<file path="config.mk">
export PLATFORM = sky130hd
export DESIGN_NAME = bcd_adjust_unit
export DESIGN_NICKNAME = d
export VERILOG_FILES = /design/src/rtl/bcd_adjust_pkg.sv /design/src/rtl/bcd_adjust_corr.sv /design/src/rtl/bcd_adjust_apply.sv /design/src/rtl/bcd_adjust_unit.sv
export SDC_FILE = /design/constraint.sdc
export NUM_CORES = 1
export LEC_CHECK = 0
export BUFFER_PORTS_ARGS = -buffer_cell sky130_fd_sc_hd__buf_2
export CAP_MARGIN = 5
export CORE_UTILIZATION = 40
export DETAILED_ROUTE_END_ITERATION = 12
export HOLD_SLACK_MARGIN = 0.03
export PLACE_DENSITY = 0.65
export SYNTH_ARGS = -nofsm -noshare
export SYNTH_HDL_FRONTEND = slang
export SYNTH_SLANG_ARGS = --single-unit
</file>
<file path="constraint.sdc">
create_clock -name clk -period 0.9 [get_ports clk]
set_input_delay 0.09 -clock clk [delete_from_list [all_inputs] [get_ports clk]]
set_output_delay 0.09 -clock clk [all_outputs]
set_load 0.02 [all_outputs]
</file>
<file path="src/rtl/bcd_adjust_pkg.sv">
package bcd_adjust_pkg;
  localparam int DIGIT_W  = 4;
  localparam int WORD_W   = 2 * DIGIT_W;
  localparam int DIGIT_MAX = 9;

  localparam logic [WORD_W-1:0] LOW_FIX   = WORD_W'(DIGIT_MAX + 1 - 4);
  localparam logic [WORD_W-1:0] HIGH_FIX  = WORD_W'(LOW_FIX << DIGIT_W);
  localparam logic [WORD_W-1:0] LIMIT_LOW = WORD_W'(DIGIT_MAX << DIGIT_W);
  localparam logic [WORD_W-1:0] LIMIT_HI  = WORD_W'((DIGIT_MAX + 1) << DIGIT_W);

  typedef struct packed {
    logic sign;
    logic zero;
    logic parity;
    logic half;
    logic carry;
  } adj_flags_t;

  localparam adj_flags_t FLAGS_RESET = '{sign: 1'b0, zero: 1'b1, parity: 1'b1,
                                         half: 1'b0, carry: 1'b0};
endpackage

</file>
<file path="src/rtl/bcd_adjust_corr.sv">
module bcd_adjust_corr
  import bcd_adjust_pkg::*;
(
  input  logic [WORD_W-1:0] acc,
  input  logic              half,
  input  logic              carry,
  output logic [WORD_W-1:0] corr,
  output logic              carry_next
);
  logic              low_over;
  logic [WORD_W-1:0] limit;
  logic              high_fix;

  always_comb begin
    low_over   = acc[DIGIT_W-1:0] > DIGIT_W'(DIGIT_MAX);
    limit      = low_over ? LIMIT_LOW : LIMIT_HI;
    high_fix   = carry | (acc >= limit);
    corr       = '0;
    if (low_over | half) corr = corr | LOW_FIX;
    if (high_fix)        corr = corr | HIGH_FIX;
    carry_next = high_fix;
  end
endmodule

</file>
<file path="src/rtl/bcd_adjust_apply.sv">
module bcd_adjust_apply
  import bcd_adjust_pkg::*;
(
  input  logic [WORD_W-1:0] acc,
  input  logic [WORD_W-1:0] corr,
  input  logic              sub,
  output logic [WORD_W-1:0] result,
  output logic              sign,
  output logic              zero,
  output logic              parity,
  output logic              half
);
  logic [WORD_W-1:0] diff_bits;
  logic [WORD_W:0]   par_chain;

  always_comb begin
    if (sub) result = acc - corr;
    else     result = acc + corr;
    diff_bits = acc ^ result;
    sign      = result[WORD_W-1];
    zero      = (result == '0);
    half      = diff_bits[DIGIT_W];
  end

  assign par_chain[0] = 1'b1;
  genvar gi;
  generate
    for (gi = 0; gi < WORD_W; gi++) begin : g_par
      assign par_chain[gi+1] = par_chain[gi] ^ result[gi];
    end
  endgenerate
  assign parity = par_chain[WORD_W];
endmodule

</file>
<file path="src/rtl/bcd_adjust_unit.sv">
module bcd_adjust_unit
  import bcd_adjust_pkg::*;
(
  input  logic              clk,
  input  logic              rst_n,
  input  logic              en,
  input  logic [WORD_W-1:0] acc_in,
  input  logic              half_in,
  input  logic              sub_in,
  input  logic              carry_in,
  output logic [WORD_W-1:0] acc_q,
  output logic              sign_q,
  output logic              zero_q,
  output logic              parity_q,
  output logic              half_q,
  output logic              carry_q
);
  logic [WORD_W-1:0] corr;
  logic              carry_calc;
  logic [WORD_W-1:0] result;
  adj_flags_t        flags_calc;
  adj_flags_t        flags_r, flags_d;
  logic [WORD_W-1:0] acc_r, acc_d;

  bcd_adjust_corr u_corr (
    .acc        (acc_in),
    .half       (half_in),
    .carry      (carry_in),
    .corr       (corr),
    .carry_next (carry_calc)
  );

  bcd_adjust_apply u_apply (
    .acc    (acc_in),
    .corr   (corr),
    .sub    (sub_in),
    .result (result),
    .sign   (flags_calc.sign),
    .zero   (flags_calc.zero),
    .parity (flags_calc.parity),
    .half   (flags_calc.half)
  );
  assign flags_calc.carry = carry_calc;

  always_comb begin
    acc_d   = acc_r;
    flags_d = flags_r;
    if (en) begin
      acc_d   = result;
      flags_d = flags_calc;
    end
  end

  always_ff @(posedge clk or negedge rst_n) begin
    if (!rst_n) begin
      acc_r   <= '0;
      flags_r <= FLAGS_RESET;
    end else begin
      acc_r   <= acc_d;
      flags_r <= flags_d;
    end
  end

  assign acc_q    = acc_r;
  assign sign_q   = flags_r.sign;
  assign zero_q   = flags_r.zero;
  assign parity_q = flags_r.parity;
  assign half_q   = flags_r.half;
  assign carry_q  = flags_r.carry;
endmodule

</file>
=== Yosys cells after proc, flatten, opt, wreduce, memory -nomap -nowiden ===
Cells that the tools add are included.

* Add/subtract/negate cells: 2
* Muxes and demuxes: 4
* Bitwise operators: 11
* Magnitude comparators: 2
* Reductions and logical operators: 1

{| class="wikitable"
|+ Operators with widths
! cell !! count
|-
| adder 8 x 7 -> 8 bit || 1
|-
| >= comparator 8 bit || 1
|-
| zero test 8 bit || 1
|-
| 2-to-1 mux 8 bit || 1
|-
| subtractor 8 x 7 -> 8 bit || 1
|-
| 2-to-1 mux 7 bit || 1
|-
| bitwise XOR 1 bit || 7
|-
| 2-to-1 mux 6 bit || 1
|-
| bitwise XOR 5 bit || 1
|-
| greater-than comparator 4 bit (second input constant) || 1
|-
| 2-to-1 mux 3 bit || 1
|-
| bitwise OR 1 bit || 2
|-
| NOT 1 bit || 1
|}

* Logic and storage cells: 26
* Output and inout port bits: 13
* Bits of input ports: 14
* Flip-flop bits (word level): 13

=== Longest topological paths before layout ===
Gate-level depths: netlist (run 1).

* Depth after elaboration: 15
* Depth in mapped cells: 16

=== Modules after synthesis ===
Synthesis (run 1) repeated with hierarchy kept, for this count alone.

* Cells, all modules: 117
* Area, all modules: 1241.2 um^2

{| class="wikitable"
|+ By module, submodules not included
! module !! times used !! seq. area each (um^2) !! cells each !! area an instance (um^2)
|-
| bcd_adjust_apply || 1 || 0.0 || 70 || 566.8
|-
| bcd_adjust_unit || 1 || 327.8 || 27 || 523.0
|-
| bcd_adjust_corr || 1 || 0.0 || 20 || 151.4
|}

=== Worst setup path after synthesis (run 1) ===
OpenSTA, ideal clock, no wires.

* Path kind: input to register
* From: in acc_in[2]
* To: reg flags_r, in the netlist parity_q
* Stages: 15
* Arrival: 3.192 ns
* Slack: -2.365 ns
* Setup time: 0.073 ns
* Cells stage by stage: or2_1 and2_1 ha_1 inv_1 o41ai_1 a211o_1 a21oi_1 ha_1 mux2_2 ha_1 a21o_1 a31oi_1 xnor2_1 xnor3_1 a21oi_1

* Longest elaborated chain between the ends: 13
* Elaborated cells on any way between the ends: 17

{| class="wikitable"
|+ Ends and longest elaborated chain
! item !! line !! source
|-
| from (decl) || bcd_adjust_unit.sv:7 || <nowiki>input logic [WORD_W-1:0] acc_in,</nowiki>
|-
| branches (longest 5 deep; another with >= comparator 8 bit) || n/a ||
|-
| 2-to-1 mux 8 bit (*) || bcd_adjust_apply.sv:17 || <nowiki>if (sub) result = acc - corr;</nowiki>
|-
| bitwise XOR 1 bit (6 in series) || bcd_adjust_apply.sv:29 || <nowiki>assign par_chain[gi+1] = par_chain[gi] ^ result[gi];</nowiki>
|-
| bitwise XOR 1 bit (*) || bcd_adjust_apply.sv:29 ||
|-
| to (signal assigned) || bcd_adjust_unit.sv:60 || <nowiki>flags_r <= flags_d;</nowiki>
|-
| to (decl) || bcd_adjust_unit.sv:22 || <nowiki>adj_flags_t flags_r, flags_d;</nowiki>
|}

Every way passes the cells marked *.
A chain may end at the register's enable or synchronous reset.

=== Worst setup path after layout (run 1) ===
* From: in acc_in[1]
* To: reg flags_r, in the netlist zero_q

* Longest elaborated chain between the ends: 8
* Elaborated cells on any way between the ends: 11

{| class="wikitable"
|+ Ends and longest elaborated chain
! item !! line !! source
|-
| greater-than comparator 4 bit || bcd_adjust_corr.sv:15 || <nowiki>low_over = acc[DIGIT_W-1:0] > DIGIT_W'(DIGIT_MAX);</nowiki>
|-
| 2-to-1 mux 6 bit || bcd_adjust_corr.sv:16 || <nowiki>limit = low_over ? LIMIT_LOW : LIMIT_HI;</nowiki>
|-
| >= comparator 8 bit || bcd_adjust_corr.sv:17 || <nowiki>high_fix = carry | (acc >= limit);</nowiki>
|-
| bitwise OR 1 bit || bcd_adjust_corr.sv:17 ||
|-
| 2-to-1 mux 7 bit || bcd_adjust_corr.sv:20 || <nowiki>if (high_fix) corr = corr | HIGH_FIX;</nowiki>
|-
| adder 8 x 7 -> 8 bit / subtractor 8 x 7 -> 8 bit (equally long branches) || bcd_adjust_apply.sv:18, bcd_adjust_apply.sv:17 ||
|-
| 2-to-1 mux 8 bit (*) || bcd_adjust_apply.sv:17 ||
|-
| zero test 8 bit (*) || bcd_adjust_apply.sv:21 || <nowiki>zero = (result == '0);</nowiki>
|}

Mark *: on every way between the ends. The rest lies on a longest branch, timed or not.

==> summary.txt, run 1 <==
Global route
  • Largest net degree at the start of global routing: 16
  • Gr usage total: 0.229
  • First-pass GRT wire length: around 4300 um
  • Vias in the first global route: between 900 and 1,000
  • Grt ovf: 0
  • Antenna violations before repair: 0

Setup path
  • Critical path depth in cells: 15
  • R2R Setup Slk: -0.03 ns
  • CP required: 1.10 ns
  • Critical Path Max Stage Delay: ~0.48 ns
  • Max stage delay cell, worst path: or4_4
  • Reg2reg path depth: 2
  • Cell mode on critical path: ha_4
  • Critical path type: in -> reg
  • CP endpoint kind: flop
  • Top cell family by delay on the critical path: simple AND/OR/NAND/NOR gates
  • Crit Reg-Reg Startpoint: acc_q[5]$_DFFE_PN0P_
  • Max FO, Critical Path: 3
  • CP arrival: around 3.1 ns
  • Cell Chain, Critical Path: buf_6, or2_1, and2_4, ha_4, inv_2, o41ai_2, a211o_1, a21oi_2, ha_1, mux2_4, ha_4, xor2_4, buf_4, or4_4, o32ai_2
  • R2R Path End: acc_q[5]$_DFFE_PN0P_
  • WP buf/inv: 3
  • Critical Path Start Type: input pin

Run
  • Max Cap Violations: 0

STA
  • Fin. Hold Viols: 0
  • Worst-margin pin slew: 0.494 ns
  • Slew margin rel.: 0.669
  • Post-route setup slack: -2.03 ns
  • RSZ-0062 raised after global routing: yes
  • FMAX: 0.342 GHz
  • Count of final setup violators: 20
  • Clock Skew: 0 ns
  • Tmin final: around 3 ns
  • Final max-slew violation count: 0
  • Final Cycle Share: 3.25

Floorplan
  • Die H: ~50 um
  • Die area: 2600 sq um
  • Die width: 51.0 um
  • Row cnt: 17
  • IO Pins: 27
  • Starting Density: 0.430
  • Core area: around 2200 sq um

Pwr
  • Total power: ~0.0031 W
  • Share of total power in sequential cells: 0.254
  • P_int: roughly 0.0021 W
  • VDD IR max: about 1.5 mV
  • Sw frac: 0.342
  • Pwr dens: between 1500 and 2000 nW/um^2
  • LEAKAGE: between 0.8 and 0.9 nW
  • Comb power frac: 0.606
  • Clock network fraction of total power: 0.140
  • P_sw: ~0.0011 W

Clocking
  • Clk sink count: 12
  • Clk buf depth: 2
  • CTS Buf Count: 3
  • Clk slew on worst S/H paths: 0.09 ns
  • CTS tree: built
  • Clock Tree Root: clkbuf_4
  • Clock latency on the worst-skew pair: around 0.27 ns
  • H-Tree Depth: 1

Final layout
  • Commonest non-fill, non-tap cell in the layout: buf_4
  • Total inserted antenna cells: 0
  • Synth-to-Final Area Change: 77.1%
  • Ratio of cells with drive above 1 in the final layout: 0.625
  • Final net count: between 150 and 200
  • Commonest cells after routing, fill and taps aside: buf_4, buf_6, buf_2
  • Final Non-Filler Cells: approximately 190
  • Post-layout util: 0.761

Status
  • Failing checks: setup timing
  • Outcome: finished, violations left

Logic synthesis
  • Post-synth cell types: 35
  • Syn_nets: approximately 120
  • Syn Inst Count: 95
  • #FFs+latches synth: 12
  • Syn_area_per_cell: 10.1 sq um
  • Yosys warning count: 0
  • Register area share after synthesis: 0.316
  • Mapped Area: about 960 sq um
  • Ys async rst share: 1.00
  • EDFF count, synth: 0
  • Main synth FF type: dfrtp_1

Route
  • # DRC: 0
  • Routed via count: roughly 940
  • Detailed Routing Iterations Pass 1: 4
  • DR vias/cell: around 5.0
  • Final WL: roughly 2600 um
  • Initial DRC count: 11
  • Post-route ant nets: 0
  • Routed len/inst: ~14 um

Hold path
  • WHS Path Cells: 4
  • Critical hold path startpoint: en
  • Hold EP: zero_q$_DFFE_PN1P_
  • Hold Path Class: in -> reg

Placement
  • Dpl ws: -2.34 ns
  • PortBufs: 26
  • Placed Instances: approximately 170
  • HPWL Detailed: approximately 1900 um
  • GPL Wtd Cong: approximately 0.73
-- logic make-up after synthesis --
family	Yosys count	share of synthesized area
compound gates	22	0.150
simple gates	19	0.113
buf+inv	12	0.0509
fa+ha+maj	12	0.156
flops	12	0.316
xor+xnor	9	0.111
mux	9	0.103
-- per-layer routing --
| metal | up-vias | global-route usage | wire [um] | share of wire |
|---|---|---|---|---|
| met1 | 451 | 0.240 | 1040 | 0.40 |
| met5 | - | 0 | 0 | 0 |
| met3 | 4 | 0.0476 | 56 | 0.022 |
| met4 | 0 | 0.0694 | 51 | 0.020 |
| met2 | 19 | 0.447 | 1450 | 0.56 |
| li1 | 464 | - | - | - |
-- through the flow --
stage	cell area (sq um)	hold WS, ns	TNS (ns)
CTS	1660	0.176	-14.39
floorplan	1040	-0.206	-14.25
global placement	1410	-0.0255	-17.21
finish	1700	0.176	-14.51
detailed placement	1410	-0.0146	-17.70
global route	1700	0.178	-15.55
-- worst reg2reg max path, delay by kind of cell, from the launching register on --
kind     cells  cell delay (ns)
mux          1             0.26
flops        1             0.42
buf+inv      1             0.14
-- cell usage after synthesis (3+ instances only) --
| cell type | number | share of area |
|---|---|---|
| ha_1 | 12 | 0.16 |
| dfrtp_1 | 10 | 0.26 |
| inv_1 | 9 | 0.035 |
| mux2_2 | 7 | 0.082 |
| a21oi_1 | 6 | 0.031 |
| nor2_1 | 6 | 0.023 |
| xnor2_1 | 4 | 0.037 |
| o21ai_0 | 3 | 0.016 |
| xor2_1 | 3 | 0.027 |
-- repair_timing --
| item | 4_1_cts | 5_1_grt |
|---|---|---|
| gates resized for setup | 37 | 9 |
| endpoints found under the setup margin | 22 | 24 |
| buffers inserted | 9 | 2 |
| hold buffers | 1 | 0 |
| pin swaps | 8 | 3 |
| hold endpoints to repair | 12 | 0 |
-- sequential cells by signal, indices dropped and copies added (netlist names) --
name,flops
sign_q,1
half_q,1
zero_q,1
acc_q,7
carry_q,1
parity_q,1
-- area by class of cell --
cell class / instances / area, sq um
Clock buffer: 4 / 36.3
Fill cell: 153 / 534
Inverter: 9 / 33.8
Multi-Input combinational cell: 71 / 771
Sequential cell: 12 / 303
Tap cell: 28 / 35.0
Timing Repair Buffer: 64 / 520
-- power by group through the flow --
stage,Sequential (W),Combinational (W),Clock (W)
after floorplan,0.000926,0.000831,0
after global placement,0.000758,0.00144,0
after detailed placement,0.000762,0.00147,0
after CTS,0.000782,0.00182,0.000442
after global routing,0.000811,0.00204,0.000472
final,0.000799,0.00191,0.000441
-- worst max path at each step --
stage               startpoint              endpoint  slack [ns]
CTS                  acc_in[1]  parity_q$_DFFE_PN1P_       -2.00
finish               acc_in[1]    zero_q$_DFFE_PN1P_       -2.03
global placement     acc_in[1]  parity_q$_DFFE_PN1P_       -2.29
global route         acc_in[1]  parity_q$_DFFE_PN1P_       -2.11
detailed placement   acc_in[1]  parity_q$_DFFE_PN1P_       -2.34
floorplan            acc_in[1]  parity_q$_DFFE_PN1P_       -2.16
Note: power is estimated with default switching activity, not from simulation.
==> run 2, diff against run 1 <==
--- a/config.mk
+++ b/config.mk
@@ -7,10 +7,12 @@
 export LEC_CHECK = 0
 export BUFFER_PORTS_ARGS = -buffer_cell sky130_fd_sc_hd__buf_2
 export CAP_MARGIN = 5
-export CORE_UTILIZATION = 40
+export CELL_PAD_IN_SITES_DETAIL_PLACEMENT = 1
+export CELL_PAD_IN_SITES_GLOBAL_PLACEMENT = 1
+export CORE_UTILIZATION = 38
 export DETAILED_ROUTE_END_ITERATION = 12
 export HOLD_SLACK_MARGIN = 0.03
-export PLACE_DENSITY = 0.65
+export PLACE_DENSITY = 0.78
 export SYNTH_ARGS = -nofsm -noshare
 export SYNTH_HDL_FRONTEND = slang
 export SYNTH_SLANG_ARGS = --single-unit
==> run 2 against run 1 <==
  * The flow still finishes with violations (setup timing)
  * Core utilization is 2.1 points lower
  * Clock power is 16% lower
  * Sequential power is 0.8% higher
  * Clock skew stayed put
  * Non-clock buffer count is 1 lower
  * First-iteration DRC count is 45% higher
  * Fmax is 4.5% lower
  * Register-to-register slack hardly changed
  * Worst hold slack better by 0.015 ns
  * Worst setup slack worse by 0.14 ns
  * Sequential share of layout area hardly changed
==> summary.txt, run 2 (synthesis gave the netlist of run 1 again) <==
Status
  • Outcome: finished, violations left (unchanged)
  • Failing checks: setup timing (unchanged)

Placement
  • HPWL Detailed: 2220 um (was 1900 um)
  • PortBufs: 26 (unchanged)
  • GPL Wtd Cong: 0.693 (was 0.733)
  • Placed Instances: 172 (was 174)

Final layout
  • Ratio of cells with drive above 1 in the final layout: 0.629 (was 0.625)
  • Synth-to-Final Area Change: 77.2% (was 77.1%)
  • Final Non-Filler Cells: 187 (was 188)
  • Filler cells: 219 (was 153)
  • Post-layout util: 0.740 (was 0.761)
  • Total inserted antenna cells: 0 (unchanged)
  • Final net count: 186 (was 187)
  • Commonest non-fill, non-tap cell in the layout: buf_4 (unchanged)
  • Commonest cells after routing, fill and taps aside: buf_4, buf_6, buf_2 (unchanged)
  • Max FFs per register: 7 (unchanged)

Hold path
  • Critical hold path startpoint: en (unchanged)
  • Hold Path Class: in -> reg (unchanged)

Global route
  • Largest net degree at the start of global routing: 16 (unchanged)
  • GR Util met3: 0.0725 (was 0.0476)
  • Gr usage total: 0.347 (was 0.229)
  • First-pass GRT wire length: 6420 um (was 4350 um)
  • Grt ovf: 0 (unchanged)
  • Met1 usage: 0.327 (was 0.240)
  • Antenna violations before repair: 0 (unchanged)
  • Global routing's busiest layer: met2 (unchanged)
  • Vias in the first global route: 1,186 (was 997)
  • Routing usage on met2: 0.679 (was 0.447)

Clocking
  • Clk buf depth: 2 (unchanged)
  • CTS tree: built (unchanged)
  • Clock latency on the worst-skew pair: 0.29 ns (was 0.27 ns)
  • Clk slew on worst S/H paths: 0.07 ns (was 0.09 ns)
  • Clock Tree Root: clkbuf_4 (unchanged)
  • H-Tree Depth: 1 (unchanged)
  • Clk sink count: 12 (unchanged)
  • CTS Buf Count: 3 (unchanged)

STA
  • Slew margin rel.: 0.665 (was 0.669)
  • FMAX: 0.326 GHz (was 0.342 GHz)
  • Final max-slew violation count: 0 (unchanged)
  • RSZ-0062 raised after global routing: yes (unchanged)
  • Clock Skew: 0 ns (unchanged)
  • Final Cycle Share: 3.41 (was 3.25)
  • Tmin final: 3.06 ns (was 2.93 ns)
  • Worst-margin pin slew: 0.499 ns (was 0.494 ns)
  • Count of final setup violators: 24 (was 20)
  • Post-route setup slack: -2.16 ns (was -2.03 ns)
  • Fin. Hold Viols: 0 (unchanged)

Route
  • Initial DRC count: 16 (was 11)
  • Routed len/inst: 25.0 um (was 13.8 um)
  • Final WL: 4670 um (was 2590 um)
  • Post-route ant nets: 0 (unchanged)
  • # DRC: 0 (unchanged)
  • DR vias/cell: 5.80 (was 4.99)
  • Detailed Routing Iterations Pass 1: 4 (unchanged)
  • Routed via count: 1,085 (was 938)

Setup path
  • Crit Reg-Reg Startpoint: acc_q[5]$_DFFE_PN0P_ (unchanged)
  • Max FO, Critical Path: 3 (unchanged)
  • CP arrival: 3.29 ns (was 3.13 ns)
  • R2R Setup Slk: -0.02 ns (was -0.03 ns)
  • Crit path capture: parity_q$_DFFE_PN1P_ (was zero_q$_DFFE_PN1P_)
  • Critical Path Start Type: input pin (unchanged)
  • R2R Path End: acc_q[5]$_DFFE_PN0P_ (unchanged)
  • Worst Setup SP: acc_in[2] (was acc_in[1])
  • Critical path type: in -> reg (unchanged)
  • CP endpoint kind: flop (unchanged)
  • CP required: 1.12 ns (was 1.10 ns)
  • Reg2reg path depth: 2 (unchanged)

Pwr
  • LEAKAGE: 0.825 nW (was 0.832 nW)
  • Comb power frac: 0.646 (was 0.606)
  • P_sw: 0.00128 W (was 0.00108 W)
  • Share of total power in sequential cells: 0.242 (was 0.254)
  • Sw frac: 0.385 (was 0.342)
  • VDD IR max: 1.83 mV (was 1.52 mV)
  • P_int: 0.00204 W (was 0.00207 W)
  • Clock network fraction of total power: 0.112 (was 0.140)
  • Pwr dens: 1960 nW/um^2 (was 1850 nW/um^2)
  • Total power: 0.00333 W (was 0.00314 W)

Floorplan
  • IO Pins: 27 (unchanged)
  • Die width: 52.3 um (was 51.0 um)
  • Die H: 52.3 um (was 51.0 um)
  • Starting Density: 0.418 (was 0.430)
  • Core area: 2300 sq um (was 2230 sq um)
  • Row cnt: 17 (unchanged)
  • Die area: 2730 sq um (was 2600 sq um)

Run
  • Max Cap Violations: 0 (unchanged)
==> run 2: how the worst min path moves through the flow <==
stage / slack, ns / to / depth (start not counted)
finish: 0.19 / zero_q$_DFFE_PN1P_ / 4
floorplan: -0.21 / acc_q[0]$_DFFE_PN0P_ / 0
global placement: -0.03 / acc_q[6]$_DFFE_PN0P_ / 1
CTS: 0.18 / acc_q[0]$_DFFE_PN0P_ / 3
global route: 0.21 / zero_q$_DFFE_PN1P_ / 4
detailed placement: -0.02 / sign_q$_DFFE_PN0P_ / 1
==> run 2: per-stage QoR <==
step | TNS (ns) | setup slack [ns] | hold WS [ns] | instance area (sq um)
after floorplan | -14.25 | -2.16 | -0.206 | 1040
after global placement | -17.10 | -2.32 | -0.0258 | 1390
after detailed placement | -17.76 | -2.40 | -0.0196 | 1390
after CTS | -14.28 | -2.02 | 0.182 | 1660
after global routing | -17.04 | -2.24 | 0.205 | 1700
final | -16.29 | -2.16 | 0.191 | 1700
==> run 2: area by class of cell <==
type	instances	area, sq um	share of cell area
clock buffer	4	26.3	0.0155
inverter	9	33.8	0.0199
multi-input combinational	71	786	0.462
sequential	12	303	0.178
tap	28	35.0	0.0206
timing repair buffer	63	517	0.304
==> run 2: routing by layer <==
metal	share of wire	vias to the layer above	routed length (um)
li1	-	467	-
met2	0.55	64	2550
met1	0.34	529	1590
met5	0	-	0
met4	0.061	0	284
met3	0.051	25	237
==> run 2: worst max-delay path, cell delays in order <==
cell	delay [ns]
buf_2	0.11
or2_4	0.23
and2_4	0.16
ha_4	0.21
inv_2	0.05
o41ai_2	0.05
a211o_1	0.31
a21oi_2	0.18
ha_1	0.28
mux2_4	0.30
ha_4	0.31
xor2_4	0.17
xnor3_1	0.28
xnor3_1	0.39
a21oi_2	0.15
==> run 2: timing repair <==
action	in CTS	in global routing
hold endpoints to repair	12	0
setup endpoints to repair	24	24
resized for setup	44	5
buffers inserted	8	3
hold buffers	1	0
pin swaps	10	4
==> run 2: power groups by stage <==
stage	Clock [W]	Combinational, W	Sequential (W)
global placement	0	0.00145	0.000755
floorplan	0	0.000831	0.000926
CTS	0.000367	0.00197	0.000793
detailed placement	0	0.00151	0.000768
global route	0.000391	0.00225	0.000817
finish	0.000371	0.00215	0.000805
